## config.mk

```make
export PLATFORM = sky130hd
export DESIGN_NAME = pbr_report_top
export DESIGN_NICKNAME = d
export VERILOG_FILES = /design/src/rtl/pbr_pkg.sv /design/src/rtl/pbr_detect_decode.sv /design/src/rtl/pbr_serr_gate.sv /design/src/rtl/pbr_sticky_bits.sv /design/src/rtl/pbr_report_top.sv
export SDC_FILE = /design/constraint.sdc
export NUM_CORES = 1
export LEC_CHECK = 0
export ABC_AREA = 1
export BUFFER_PORTS_ARGS = -buffer_cell sky130_fd_sc_hd__buf_2
export CELL_PAD_IN_SITES_DETAIL_PLACEMENT = 1
export CELL_PAD_IN_SITES_GLOBAL_PLACEMENT = 1
export CORE_AREA = 2 2 39 41
export CTS_BUF_LIST = sky130_fd_sc_hd__clkbuf_8
export CTS_CLUSTER_DIAMETER = 60
export DETAILED_ROUTE_END_ITERATION = 12
export DIE_AREA = 0 0 41 43
export GPL_TIMING_DRIVEN = 0
export PLACE_DENSITY_LB_ADDON = 0.15
export SLEW_MARGIN = 20
export SYNTH_ARGS = -nofsm -noshare
export SYNTH_HDL_FRONTEND = slang
export SYNTH_SLANG_ARGS = --single-unit
```

## constraint.sdc

```tcl
create_clock -name clk -period 1.8 [get_ports clk]
set_clock_uncertainty 0.1 [all_clocks]
set_input_delay 0.18 -clock clk [delete_from_list [all_inputs] [get_ports clk]]
set_output_delay 0.18 -clock clk [all_outputs]
set_load 0.02 [all_outputs]
```

## src/rtl/pbr_pkg.sv

```systemverilog
// Package: shared encodings and status layout for the parity error reporter.
// Assumes: the event producers use exactly these code values.
package pbr_pkg;

    // Transaction kind carried with a general parity event.
    typedef enum logic [1:0] {
        XK_READ    = 2'd0,
        XK_POSTED  = 2'd1,
        XK_DELAYED = 2'd2,
        XK_RSVD    = 2'd3
    } xfer_kind_e;

    // Direction code.
    localparam logic DIR_DOWN = 1'b0;
    localparam logic DIR_UP   = 1'b1;

    // Detecting bus code.
    localparam logic BUS_PRI = 1'b0;
    localparam logic BUS_SEC = 1'b1;

    // Status vector layout.
    localparam int STAT_W = 3;
    localparam int ST_DPE = 0;  // detected parity
    localparam int ST_MDP = 1;  // data parity detected
    localparam int ST_SSE = 2;  // signalled system error

endpackage

```

## src/rtl/pbr_detect_decode.sv

```systemverilog
// Module: classifies a general parity event and tells whether it sets the
// primary detected-parity flag.
// Assumes: inputs are valid only while evt_valid is high. Enables play no part.
module pbr_detect_decode
    import pbr_pkg::*;
(
    input  logic       evt_valid,
    input  logic [1:0] evt_kind,
    input  logic       evt_dir,
    input  logic       evt_bus,
    output logic       dpe_set
);

    xfer_kind_e kind;
    logic       kind_hit;

    // Purpose: decide per kind which direction counts on the primary bus.
    always_comb begin
        kind = xfer_kind_e'(evt_kind);
        unique case (kind)
            XK_READ:    kind_hit = (evt_dir == DIR_UP);
            XK_POSTED:  kind_hit = (evt_dir == DIR_DOWN);
            XK_DELAYED: kind_hit = (evt_dir == DIR_DOWN);
            default:    kind_hit = 1'b0;
        endcase
    end

    // Purpose: only a valid event seen on the primary bus can qualify.
    always_comb begin
        dpe_set = evt_valid && (evt_bus == BUS_PRI) && kind_hit;
    end

endmodule

```

## src/rtl/pbr_serr_gate.sv

```systemverilog
// Module: qualifies a primary target parity fault seen during an upstream
// write. It yields the data-parity set and the system error request.
// Assumes: a single-cycle tperr_valid strobe.
module pbr_serr_gate (
    input  logic tperr_valid,
    input  logic tperr_fwd,
    input  logic serr_en,
    input  logic pri_perr_en,
    input  logic sec_perr_en,
    output logic mdp_set,
    output logic serr_req
);

    logic all_enabled;

    // Purpose: the three enable bits taken together.
    always_comb begin
        all_enabled = serr_en && pri_perr_en && sec_perr_en;
    end

    // Purpose: a forwarded fault was already seen by its initiator, so no system error.
    always_comb begin
        mdp_set  = tperr_valid && pri_perr_en;
        serr_req = tperr_valid && all_enabled && !tperr_fwd;
    end

endmodule

```

## src/rtl/pbr_sticky_bits.sv

```systemverilog
// Module: bank of sticky status flags with write-1-to-clear.
// Assumes: synchronous active-low reset. A set beats a clear in the same cycle.
module pbr_sticky_bits #(
    parameter int WIDTH = 3
) (
    input  logic             clk,
    input  logic             rst_n,
    input  logic [WIDTH-1:0] set_i,
    input  logic             clr_we,
    input  logic [WIDTH-1:0] clr_data,
    output logic [WIDTH-1:0] q
);

    for (genvar i = 0; i < WIDTH; i++) begin : g_bit
        // Purpose: hold one flag until it is cleared by software.
        always_ff @(posedge clk) begin
            if (!rst_n) begin
                q[i] <= 1'b0;
            end else if (set_i[i]) begin
                q[i] <= 1'b1;
            end else if (clr_we && clr_data[i]) begin
                q[i] <= 1'b0;
            end
        end
    end

endmodule

```

## src/rtl/pbr_report_top.sv

```systemverilog
// Module: primary-side parity error reporter. It joins the event decode, the
// system error gate and the sticky status bank, and registers the active-low
// system error pulse.
// Assumes: events are one-cycle strobes and reset is synchronous active-low.
module pbr_report_top
    import pbr_pkg::*;
(
    input  logic              clk,
    input  logic              rst_n,
    input  logic              evt_valid,
    input  logic [1:0]        evt_kind,
    input  logic              evt_dir,
    input  logic              evt_bus,
    input  logic              evt_fwd,
    input  logic              tperr_valid,
    input  logic              tperr_fwd,
    input  logic              serr_en,
    input  logic              pri_perr_en,
    input  logic              sec_perr_en,
    input  logic              clr_we,
    input  logic [STAT_W-1:0] clr_data,
    output logic [STAT_W-1:0] status,
    output logic              serr_n
);

    logic              dpe_set;
    logic              mdp_set;
    logic              serr_req;
    logic [STAT_W-1:0] set_vec;
    logic              fwd_unused;

    pbr_detect_decode u_decode (
        .evt_valid (evt_valid),
        .evt_kind  (evt_kind),
        .evt_dir   (evt_dir),
        .evt_bus   (evt_bus),
        .dpe_set   (dpe_set)
    );

    pbr_serr_gate u_gate (
        .tperr_valid (tperr_valid),
        .tperr_fwd   (tperr_fwd),
        .serr_en     (serr_en),
        .pri_perr_en (pri_perr_en),
        .sec_perr_en (sec_perr_en),
        .mdp_set     (mdp_set),
        .serr_req    (serr_req)
    );

    // Purpose: gather per-flag set requests into the status layout.
    always_comb begin
        set_vec         = '0;
        set_vec[ST_DPE] = dpe_set;
        set_vec[ST_MDP] = mdp_set;
        set_vec[ST_SSE] = serr_req;
        fwd_unused      = evt_fwd;  // a general event never drives the system error output
    end

    pbr_sticky_bits #(.WIDTH(STAT_W)) u_flags (
        .clk      (clk),
        .rst_n    (rst_n),
        .set_i    (set_vec),
        .clr_we   (clr_we),
        .clr_data (clr_data),
        .q        (status)
    );

    // Purpose: one low clock of the system error output per qualifying event.
    always_ff @(posedge clk) begin
        if (!rst_n) begin
            serr_n <= 1'b1;
        end else begin
            serr_n <= !serr_req;
        end
    end

endmodule

```

==> impl_metrics.ini, run 1 <==
[timing]
min_period_ns = 0.966
max-slew-margin-rel_pct = 92.0
max_freq_ghz = 1.04
final_hold_viol_count = 0
post-route-period-util_pct = 53.7
slew_viol_final = 0
setup_repair_after_global_routing_missed_its_margin = false
finalSetupViolations = 0
transition_time_at_the_pin_with_the_least_slew_margin_ns = 0.118
fin_tns_setup_ns = 0

[finish]
finalNetCount = 71
finalInstanceArea_um2 = 352
final_common_cell = buf_2
layoutNonFillerInstCount = 67
layout_common_cells = buf_2 (19), nand2_1 (8), inv_1 (6), dfxtp_1 (4)
fillerInstances = 186
antenna-diode-count = 0
layout-drive-gt1-share_pct = 47.1
area.growth.synth_to_final_pct = 80.1

[job]
drv.max_cap_violation_count = 0

[detailed_routing]
remaining_drc_errors = 0
wl_per_cell_um = 7.12
drt_first_pass_iters = 2
route.detailed.vias_per_inst = 3.69
ant_nets = 0
drt_iter0_markers = 1
routed_wl_um = 477
num_vias = 247

[critical_path]
worstSetupPathDepth = 1
timing.critical_path.max_delay_family = flip-flops
r2r_cells = 2
end_kind = output port
crit-reg2reg-launch = u_flags.q[2]$_SDFFE_PN0P_
required_ns = 1.52
worst_path_max_fanout = 2
crit_path_end = status[2]
timing.critical_path.arrival_ns = 0.69
slowest_cell_on_the_critical_path = dfxtp_1
worstPathBufferInverterCount = 1
cp-start-kind = flip-flop
regToRegSetupSlack_ns = 1.15
worst_r2r_endpoint = u_flags.q[2]$_SDFFE_PN0P_
cpPeakStageDelay_ns = 0.31
path_cells = buf_2
timing_worst_setup_path_type = flip-flop to output port
worstSetupStartpoint = u_flags.q[2]$_SDFFE_PN0P_

[pwr]
swShare_pct = 19.3
internal_power_mw = 0.255
p_sw_mw = 0.0608
ratio_of_total_power_to_cell_area_nw_per_um2 = 897
clock_power_share_pct = 57.9
comb_power_share_pct = 12.3
vdd_drop_max_mv = 0.216
seqPwrFrac_pct = 29.7
design_power_total_mw = 0.315
p_leak_nw = 0.200

[placed_design]
dpl.hpwl_um = 455
place_congestion = 0.579
port_bufs = 19
placed_cells_incl_taps = 64
dpl-instance-area_um2 = 310

[clock_tree]
postCtsHoldBufs = 0
numCtsBuffers = 3
cts.htree.levels = 1
cts_buffer_depth = 2
cts.repair_timing.setup_buffer_count = 0
clkSlewWorstSetupHoldPaths_ns = 0.03
worst_skew_pair.late_latency_ns = 0.21
root_buffer_cell = clkbuf_8
cts_resized = 0
tritoncts_num_sinks = 4
tritoncts = done

[yosys]
syn_avg_cell_area_um2 = 6.73
ys_seq_area_share_pct = 41.0
count_of_unique_library_cells_instantiated_by_yosys = 11
synth-seq-cells = 4
post_synth_instance_area_um2 = 195
netlist.area_leader.share_pct = 41.0
nets_in_the_synthesized_netlist = 47
synth.largest_area_cell = dfxtp_1
count_of_yosys_warnings_during_synthesis = 0
biggest_area_contributors_in_the_synthesized_netlist = dfxtp_1 (41%), nand2_1 (15%), inv_1 (12%)
synth_cells = 29

[die]
floorplan.die_area_um2 = 1760
floorplan.core_area_um2 = 1380
ios = 21
initial_utilization_pct = 14.1
core.rowCount = 14
die_h_um = 43
die_outline_width_um = 41

[grt]
grt_start_max_net_pins = 4
antenna_found_initial = 0
overflow = 0
first_pass_grt_wire_length_um = 752
grtUsageTotal_pct = 6.71
first_global_vias = 236

[worst_hold_path]
hold-path-cell-count = 4
hold_path.class = input pin to flip-flop

[status]
status = complete, no violations
worst min-delay path by stage:
stage | startpoint | endpoint
after global routing | rst_n | u_flags.q[1]$_SDFFE_PN0P_
after global placement | u_flags.q[1]$_SDFFE_PN0P_ | u_flags.q[1]$_SDFFE_PN0P_
after floorplan | rst_n | u_flags.q[0]$_SDFFE_PN0P_
after CTS | clr_data[0] | u_flags.q[0]$_SDFFE_PN0P_
final | clr_data[0] | u_flags.q[0]$_SDFFE_PN0P_
after detailed placement | u_flags.q[0]$_SDFFE_PN0P_ | u_flags.q[0]$_SDFFE_PN0P_
worst register-to-register path: stages, from the launching register on:
cell and delay [ns]:
dfxtp_1 0.30, nand3_1 0.07, o21ai_0 0.07
metrics by stage:
stage | hold WS, ns | setup WS (ns) | util, %
6_report | 0.134 | 0.834 | 25.4
5_1_grt | 0.157 | 0.793 | 25.4
4_1_cts | 0.135 | 0.824 | 25.4
3_5_place_dp | 0.355 | 0.777 | 22.4
3_3_place_gp | 0.353 | 0.788 | 22.4
2_1_floorplan | 0.213 | 0.915 | -
synth_stat cells, drive strengths merged:
cell type	number
nand2	8
inv	7
dfxtp	4
nand3	3
a21oi	2
nor2	2
ha	1
o21ai	1
or2	1
kinds of logic after synthesis:
kind of cell	share of synthesized area, %
and+or+nand+nor	31.4
adders and majority gates	6.41
DFF	41.0
buffers and inverters	13.5
AOI/OAI and AO/OA	7.69
flip-flops by register name (all words and copies together), names as in the netlist:
name / count
u_flags.q: 3
serr_n: 1
layout make-up:
cell class / instances / area [µm²] / share of cell area [%]
sequential: 4 / 80.1 / 22.8
timing repair buffer: 19 / 95.1 / 27.0
multi-input combinational: 18 / 88.8 / 25.3
inverter: 7 / 26.3 / 7.47
tap: 16 / 20.0 / 5.69
clock buffer: 3 / 41.3 / 11.7
power groups by stage:
stage,registers (mW),logic [mW],clock network [mW]
2_1_floorplan,0.0991,0.0132,0
6_report,0.0937,0.0389,0.183
3_3_place_gp,0.0949,0.0396,0
5_1_grt,0.0942,0.0448,0.197
3_5_place_dp,0.0949,0.0403,0
4_1_cts,0.0938,0.0403,0.189
metal layers:
metal  GRT usage [%]  vias to the layer above  share of wire (%)
met5               0                        -                  0
met4            6.00                        0                  0
met3            3.66                        0                 13
met2            10.6                       13                 53
met1            5.43                      103                 34
li1                -                      131                  -
No activity file was read; power rests on OpenSTA's default activity.
==> run 2: changes to the inputs <==
--- a/config.mk
+++ b/config.mk
@@ -5,7 +5,7 @@
 export SDC_FILE = /design/constraint.sdc
 export NUM_CORES = 1
 export LEC_CHECK = 0
-export ABC_AREA = 1
+export ABC_AREA = 0
 export BUFFER_PORTS_ARGS = -buffer_cell sky130_fd_sc_hd__buf_2
 export CELL_PAD_IN_SITES_DETAIL_PLACEMENT = 1
 export CELL_PAD_IN_SITES_GLOBAL_PLACEMENT = 1
==> constraint.sdc (replaced) <==
create_clock -name clk -period 0.9 [get_ports clk]
set_clock_uncertainty 0.1 [all_clocks]
set_input_delay 0.09 -clock clk [delete_from_list [all_inputs] [get_ports clk]]
set_output_delay 0.09 -clock clk [all_outputs]
set_load 0.02 [all_outputs]
==> impl_metrics.ini, run 2 <==
[finish]
fin_util_pct = 25.0
fillerInstances = 176
finalNetCount = 61
layout.area.seq_um2 = 80.1
final_common_cell = buf_2
area.growth.synth_to_final_pct = 90.3
antenna-diode-count = 0
max_flop_register = u_flags.q
layout-drive-gt1-share_pct = 53.7
layout_common_cells = buf_2 (16), nand2_1 (4), dfxtp_1 (4), clkbuf_8 (3), buf_4 (3)
multi_input_area_um2 = 93.8
largest_register_ff_count = 3
layout_top_registers = u_flags.q x3, serr_n x1

[critical_path]
crit-reg2reg-launch = u_flags.q[1]$_SDFFE_PN0P_
worstSetupStartpoint = u_flags.q[2]$_SDFFE_PN0P_
path_cells = buf_4
timing.critical_path.max_delay_family = flip-flops
cpPeakStageDelay_ns = 0.33
cp-start-kind = flip-flop
timing.critical_path.arrival_ns = 0.69
end_kind = output port
timing_worst_setup_path_type = flip-flop to output port
worst_path_max_fanout = 2
required_ns = 0.71
slowest_cell_on_the_critical_path = dfxtp_1
worstPathBufferInverterCount = 1

[yosys]
nets_in_the_synthesized_netlist = 37
commonest_cells_post_synth = dfxtp_1 (4), nand2_1 (4), and2_1 (2), inv_1 (2)
ys_seq_area_share_pct = 44.1
synth_cells = 19
count_of_yosys_warnings_during_synthesis = 0
synth.largest_area_cell = dfxtp_1
postSynth.asyncResetShare_pct = 0
dominantRegCellSynth = dfxtp_1
synth-seq-cells = 4
count_of_unique_library_cells_instantiated_by_yosys = 11
synth-edff-count = 0
biggest_area_contributors_in_the_synthesized_netlist = dfxtp_1 (44%), nand2_1 (8.3%), and2_1 (6.9%)
syn_avg_cell_area_um2 = 9.55
post_synth_instance_area_um2 = 181
netlist.area_leader.share_pct = 44.1

[timing]
transition_time_at_the_pin_with_the_least_slew_margin_ns = 0.198
slew_viol_final = 0
min_period_ns = 0.881
fin_worst_hold_slack_ns = -0.0286
finalSetupViolations = 0
max_freq_ghz = 1.13
post-route-period-util_pct = 97.9
post-route-worst-setup-slack_ns = 0.0185
max-slew-margin-rel_pct = 86.7
final_hold_viol_count = 1

[die]
die_h_um = 43
floorplan.die_area_um2 = 1760
die_outline_width_um = 41
core.rowCount = 14
ios = 21
floorplan.core_area_um2 = 1380
initial_utilization_pct = 13.1

[clock_tree]
root_buffer_cell = clkbuf_8
cts.repair_timing.setup_buffer_count = 0
cts.htree.levels = 1
tritoncts = done
cts_buffer_depth = 2
clkSlewWorstSetupHoldPaths_ns = 0.03
worst_skew_pair.late_latency_ns = 0.22
tritoncts_num_sinks = 4
numCtsBuffers = 3

[detailed_routing]
ant_nets = 0
num_vias = 232
wl_per_cell_um = 10.2
route.detailed.vias_per_inst = 4.07
remaining_drc_errors = 0
routed_wl_um = 584
drt_first_pass_iters = 2
drt_iter0_markers = 1

[pwr]
clock_power_share_pct = 59.6
ratio_of_total_power_to_cell_area_nw_per_um2 = 1900
p_leak_nw = 0.180
swShare_pct = 21.4
p_sw_mw = 0.140
comb_power_share_pct = 11.7
vdd_drop_max_mv = 0.611
seqPwrFrac_pct = 28.7
internal_power_mw = 0.515

[placed_design]
port_bufs = 19
placement.setup.worst_slack_ns = -0.0674
place_congestion = 0.669

[status]
violations = negative hold slack
status = finished, violations left

[grt]
grt_start_max_net_pins = 6
first_global_vias = 230
grtUsageTotal_pct = 8.74
overflow = 0
antenna_found_initial = 0
first_pass_grt_wire_length_um = 910

[job]
drv.max_cap_violation_count = 0

[worst_hold_path]
worstHoldStart = evt_bus
hold_path.class = input pin to flip-flop
[run 2: cell types whose count changed in the layout (fill, tap and decap cells not counted), moves of 2 or more]
| cell | change |
|---|---|
| and2_1 | +2 |
| buf_2 | -3 |
| buf_4 | +3 |
| a21oi_1 | -2 |
| nand2_1 | -4 |
| nand3_1 | -3 |
| inv_1 | -4 |
[run 2: what timing repair did]
action,CTS,global route
pin swaps,0,0
endpoints found under the setup margin,1,2
hold endpoints to repair,1,1
gates resized for setup,1,2
[run 2: through the flow]
| step | area, µm² | std cells | power (mW) | TNS [ns] |
|---|---|---|---|---|
| CTS | 340 | 57 | 0.657 | 0 |
| floorplan | 181 | 19 | 0.220 | 0 |
| detailed placement | 297 | 54 | 0.265 | -0.0674 |
| global placement | 297 | 54 | 0.262 | -0.0484 |
| finish | 345 | 57 | 0.655 | 0 |
| global route | 345 | 57 | 0.681 | -0.000834 |
[run 2: cells by family after synthesis]
| kind of cell | after synthesis | share of synthesized area [%] |
|---|---|---|
| buffers and inverters | 2 | 4.14 |
| AOI/OAI and AO/OA | 4 | 18.6 |
| adders and majority gates | 1 | 6.90 |
| muxes | 1 | 5.52 |
| DFF | 4 | 44.1 |
| and+or+nand+nor | 7 | 20.7 |
[run 2: path summary, 6_finish.rpt]
path / to / cells past startpoint / slack (ns)
hold reg to reg: u_flags.q[0]$_SDFFE_PN0P_ / 2 / 0.37
setup reg to reg: u_flags.q[1]$_SDFFE_PN0P_ / 2 / 0.08
hold / removal: u_flags.q[0]$_SDFFE_PN0P_ / 2 / -0.03
setup / recovery: status[2] / 1 / 0.02
[run 2: area by class of cell]
type / count / share of cell area [%]
Clock buffer: 3 / 12.0
Sequential cell: 4 / 23.2
Tap cell: 16 / 5.80
Timing Repair Buffer: 19 / 29.7
Inverter: 2 / 2.17
Multi-Input combinational cell: 13 / 27.2
[run 2: metal layers]
layer  GRT usage (%)  wire (µm)  vias to the layer above  part of all wire, %
met5               0          0                        -                    0
met4            10.0         22                        0                  3.8
met3            6.28         74                        4                   13
met2            11.9        288                       13                   49
met1            7.10        198                      104                   34
li1                -          -                      111                    -
[run 2: worst reg2reg max path: stages (launching register included)]
cell	delay, ns
dfxtp_1	0.32
a21boi_0	0.21
o21a_1	0.13
[run 2: power groups by stage]
stage	sequential (mW)	clock, mW	combinational, mW
3_5_place_dp	0.190	0	0.0750
4_1_cts	0.188	0.393	0.0759
2_1_floorplan	0.198	0	0.0220
5_1_grt	0.189	0.405	0.0866
3_3_place_gp	0.190	0	0.0718
6_report	0.188	0.390	0.0768
==> run 3: changes to the inputs <==
--- a/config.mk
+++ b/config.mk
@@ -9,14 +9,15 @@
 export BUFFER_PORTS_ARGS = -buffer_cell sky130_fd_sc_hd__buf_2
 export CELL_PAD_IN_SITES_DETAIL_PLACEMENT = 1
 export CELL_PAD_IN_SITES_GLOBAL_PLACEMENT = 1
-export CORE_AREA = 2 2 39 41
+export CORE_AREA = 8 8 45 47
 export CTS_BUF_LIST = sky130_fd_sc_hd__clkbuf_8
 export CTS_CLUSTER_DIAMETER = 60
 export DETAILED_ROUTE_END_ITERATION = 12
-export DIE_AREA = 0 0 41 43
+export DIE_AREA = 0 0 53 55
 export GPL_TIMING_DRIVEN = 0
-export PLACE_DENSITY_LB_ADDON = 0.15
+export PLACE_DENSITY_LB_ADDON = 0.1
 export SLEW_MARGIN = 20
 export SYNTH_ARGS = -nofsm -noshare
 export SYNTH_HDL_FRONTEND = slang
+export SYNTH_HIERARCHICAL = 1
 export SYNTH_SLANG_ARGS = --single-unit
==> impl_metrics.ini, run 3 <==
[yosys]
netlist.area_leader.share_pct = 42.1
synth-seq-cells = 4
commonest_cells_post_synth = inv_1 (5), dfxtp_1 (4), a31oi_1 (3), o21ai_1 (3)
syn_avg_cell_area_um2 = 9.06
post_synth_instance_area_um2 = 190
nets_in_the_synthesized_netlist = 39
synth_cells = 21
biggest_area_contributors_in_the_synthesized_netlist = dfxtp_1 (42%), a31oi_1 (9.9%), inv_1 (9.9%)
synth-edff-count = 0
ys_seq_area_share_pct = 42.1
count_of_yosys_warnings_during_synthesis = 6
synthMostInstantiatedCell = inv_1
synth.largest_area_cell = dfxtp_1
count_of_unique_library_cells_instantiated_by_yosys = 10
postSynth.asyncResetShare_pct = 0
dominantRegCellSynth = dfxtp_1

[clock_tree]
numCtsBuffers = 3
clkSlewWorstSetupHoldPaths_ns = 0.03
root_buffer_cell = clkbuf_8
tritoncts = done
cts_buffer_depth = 2
worst_skew_pair.late_latency_ns = 0.21
tritoncts_num_sinks = 4
cts.htree.levels = 1

[die]
die_h_um = 55
floorplan.core_area_um2 = 1380
ios = 21
die_outline_width_um = 53
initial_utilization_pct = 13.7
core.rowCount = 14
floorplan.die_area_um2 = 2920

[detailed_routing]
ant_nets = 0
drt_iter0_markers = 1
wl_per_cell_um = 11.5
drt_first_pass_iters = 4
routed_wl_um = 722
num_vias = 256
remaining_drc_errors = 0
route.detailed.vias_per_inst = 4.06

[status]
violations = negative setup slack
status = finished, violations left

[grt]
first_global_vias = 278
grtUsageTotal_pct = 5.30
grt_start_max_net_pins = 5
first_pass_grt_wire_length_um = 1010
overflow = 0
antenna_found_initial = 0

[finish]
max_flop_register = u_flags/q
largest_register_ff_count = 3
final_common_cell = buf_2
finalNetCount = 67
fillerInstances = 166
layout-drive-gt1-share_pct = 59.6
layout_top_registers = u_flags/q x3, serr_n x1
area.growth.synth_to_final_pct = 139
finalInstanceArea_um2 = 455
fin_util_pct = 32.9
layout_common_cells = buf_2 (14), dlygate4sd3_1 (4), dfxtp_1 (4)
antenna-diode-count = 0

[placed_design]
place_congestion = 0.646
port_bufs = 19
dpl-instance-area_um2 = 330
placement.setup.worst_slack_ns = -0.281
dpl.hpwl_um = 606

[timing]
slew_viol_final = 0
max-slew-margin-rel_pct = 88.3
transition_time_at_the_pin_with_the_least_slew_margin_ns = 0.175
setup_repair_after_global_routing_missed_its_margin = true
max_freq_ghz = 1.10
min_period_ns = 0.910
fin_worst_hold_slack_ns = 0.00772
post-route-worst-setup-slack_ns = -0.00965
post-route-period-util_pct = 101
final_hold_viol_count = 0
finalSetupViolations = 1

[critical_path]
timing.critical_path.arrival_ns = 0.95
required_ns = 0.94
end_kind = flip-flop
worst_path_max_fanout = 2
cp-start-kind = input pin
timing_worst_setup_path_type = input pin to flip-flop
regToRegSetupSlack_ns = 0.19

[pwr]
design_power_total_mw = 0.689
ratio_of_total_power_to_cell_area_nw_per_um2 = 1510
p_leak_nw = 0.205
vdd_drop_max_mv = 0.556

[worst_hold_path]
hold_path.class = input pin to flip-flop

[job]
drv.max_cap_violation_count = 0
[run 3: repair_timing]
item,CTS,global route
setup endpoints to repair,1,5
gates resized for setup,3,9
hold buffers,4,0
hold endpoints to repair,4,0
cloned,0,0
pin swaps,2,4
buffers inserted,0,0
[run 3: path summary, 6_finish.rpt]
| check | to | from | cells after the start |
|---|---|---|---|
| min | u_flags/q[0]$_SDFFE_PN0P_ | clr_we | 2 |
| max | u_flags/q[0]$_SDFFE_PN0P_ | evt_kind[0] | 7 |
| min reg2reg | u_flags/q[1]$_SDFFE_PN0P_ | u_flags/q[1]$_SDFFE_PN0P_ | 2 |
| max reg2reg | u_flags/q[0]$_SDFFE_PN0P_ | u_flags/q[0]$_SDFFE_PN0P_ | 2 |
[run 3: worst max-delay path: stages]
cell,delay (ns)
buf_8,0.08
inv_8,0.03
ha_4,0.25
mux2i_4,0.06
nor3b_2,0.21
o21ai_1,0.10
a31oi_1,0.13
[run 3: per-stage QoR]
stage / setup TNS (ns) / cells
after floorplan: -0.0607 / 21
after global placement: -0.278 / 56
after detailed placement: -0.337 / 56
after CTS: 0 / 63
after global routing: -0.0480 / 63
final: -0.00965 / 63
[run 3: kinds of logic after synthesis]
| group | synth area share, % |
|---|---|
| adder cells (fa/ha/maj) | 6.58 |
| buffers and inverters | 9.87 |
| flip-flops | 42.1 |
| AND/OR/NAND/NOR | 18.4 |
| multiplexers | 5.26 |
| AO/OA/AOI/OAI | 17.8 |
[run 3: layer usage]
layer	global-route usage (%)	wire length (µm)	vias to the layer above
li1	-	-	124
met1	3.03	204	118
met2	9.77	422	10
met3	1.60	57	4
met4	9.05	38	0
met5	0	0	-
[run 3: power breakdown]
part | leakage [nW] | internal [mW] | switching [mW] | total [mW]
clock | 0.0216 | 0.285 | 0.0874 | 0.372
combinational | 0.151 | 0.0809 | 0.0483 | 0.129
sequential | 0.0326 | 0.185 | 0.00310 | 0.188
total | 0.205 | 0.550 | 0.139 | 0.689
[run 3: cell type report]
class	count	area, µm²	share of cell area [%]
Clock buffer	3	41.3	9.07
Inverter	5	31.3	6.87
Multi-Input combinational cell	12	116	25.5
Sequential cell	4	80.1	17.6
Tap cell	16	20.0	4.40
Timing Repair Buffer	23	166	36.5
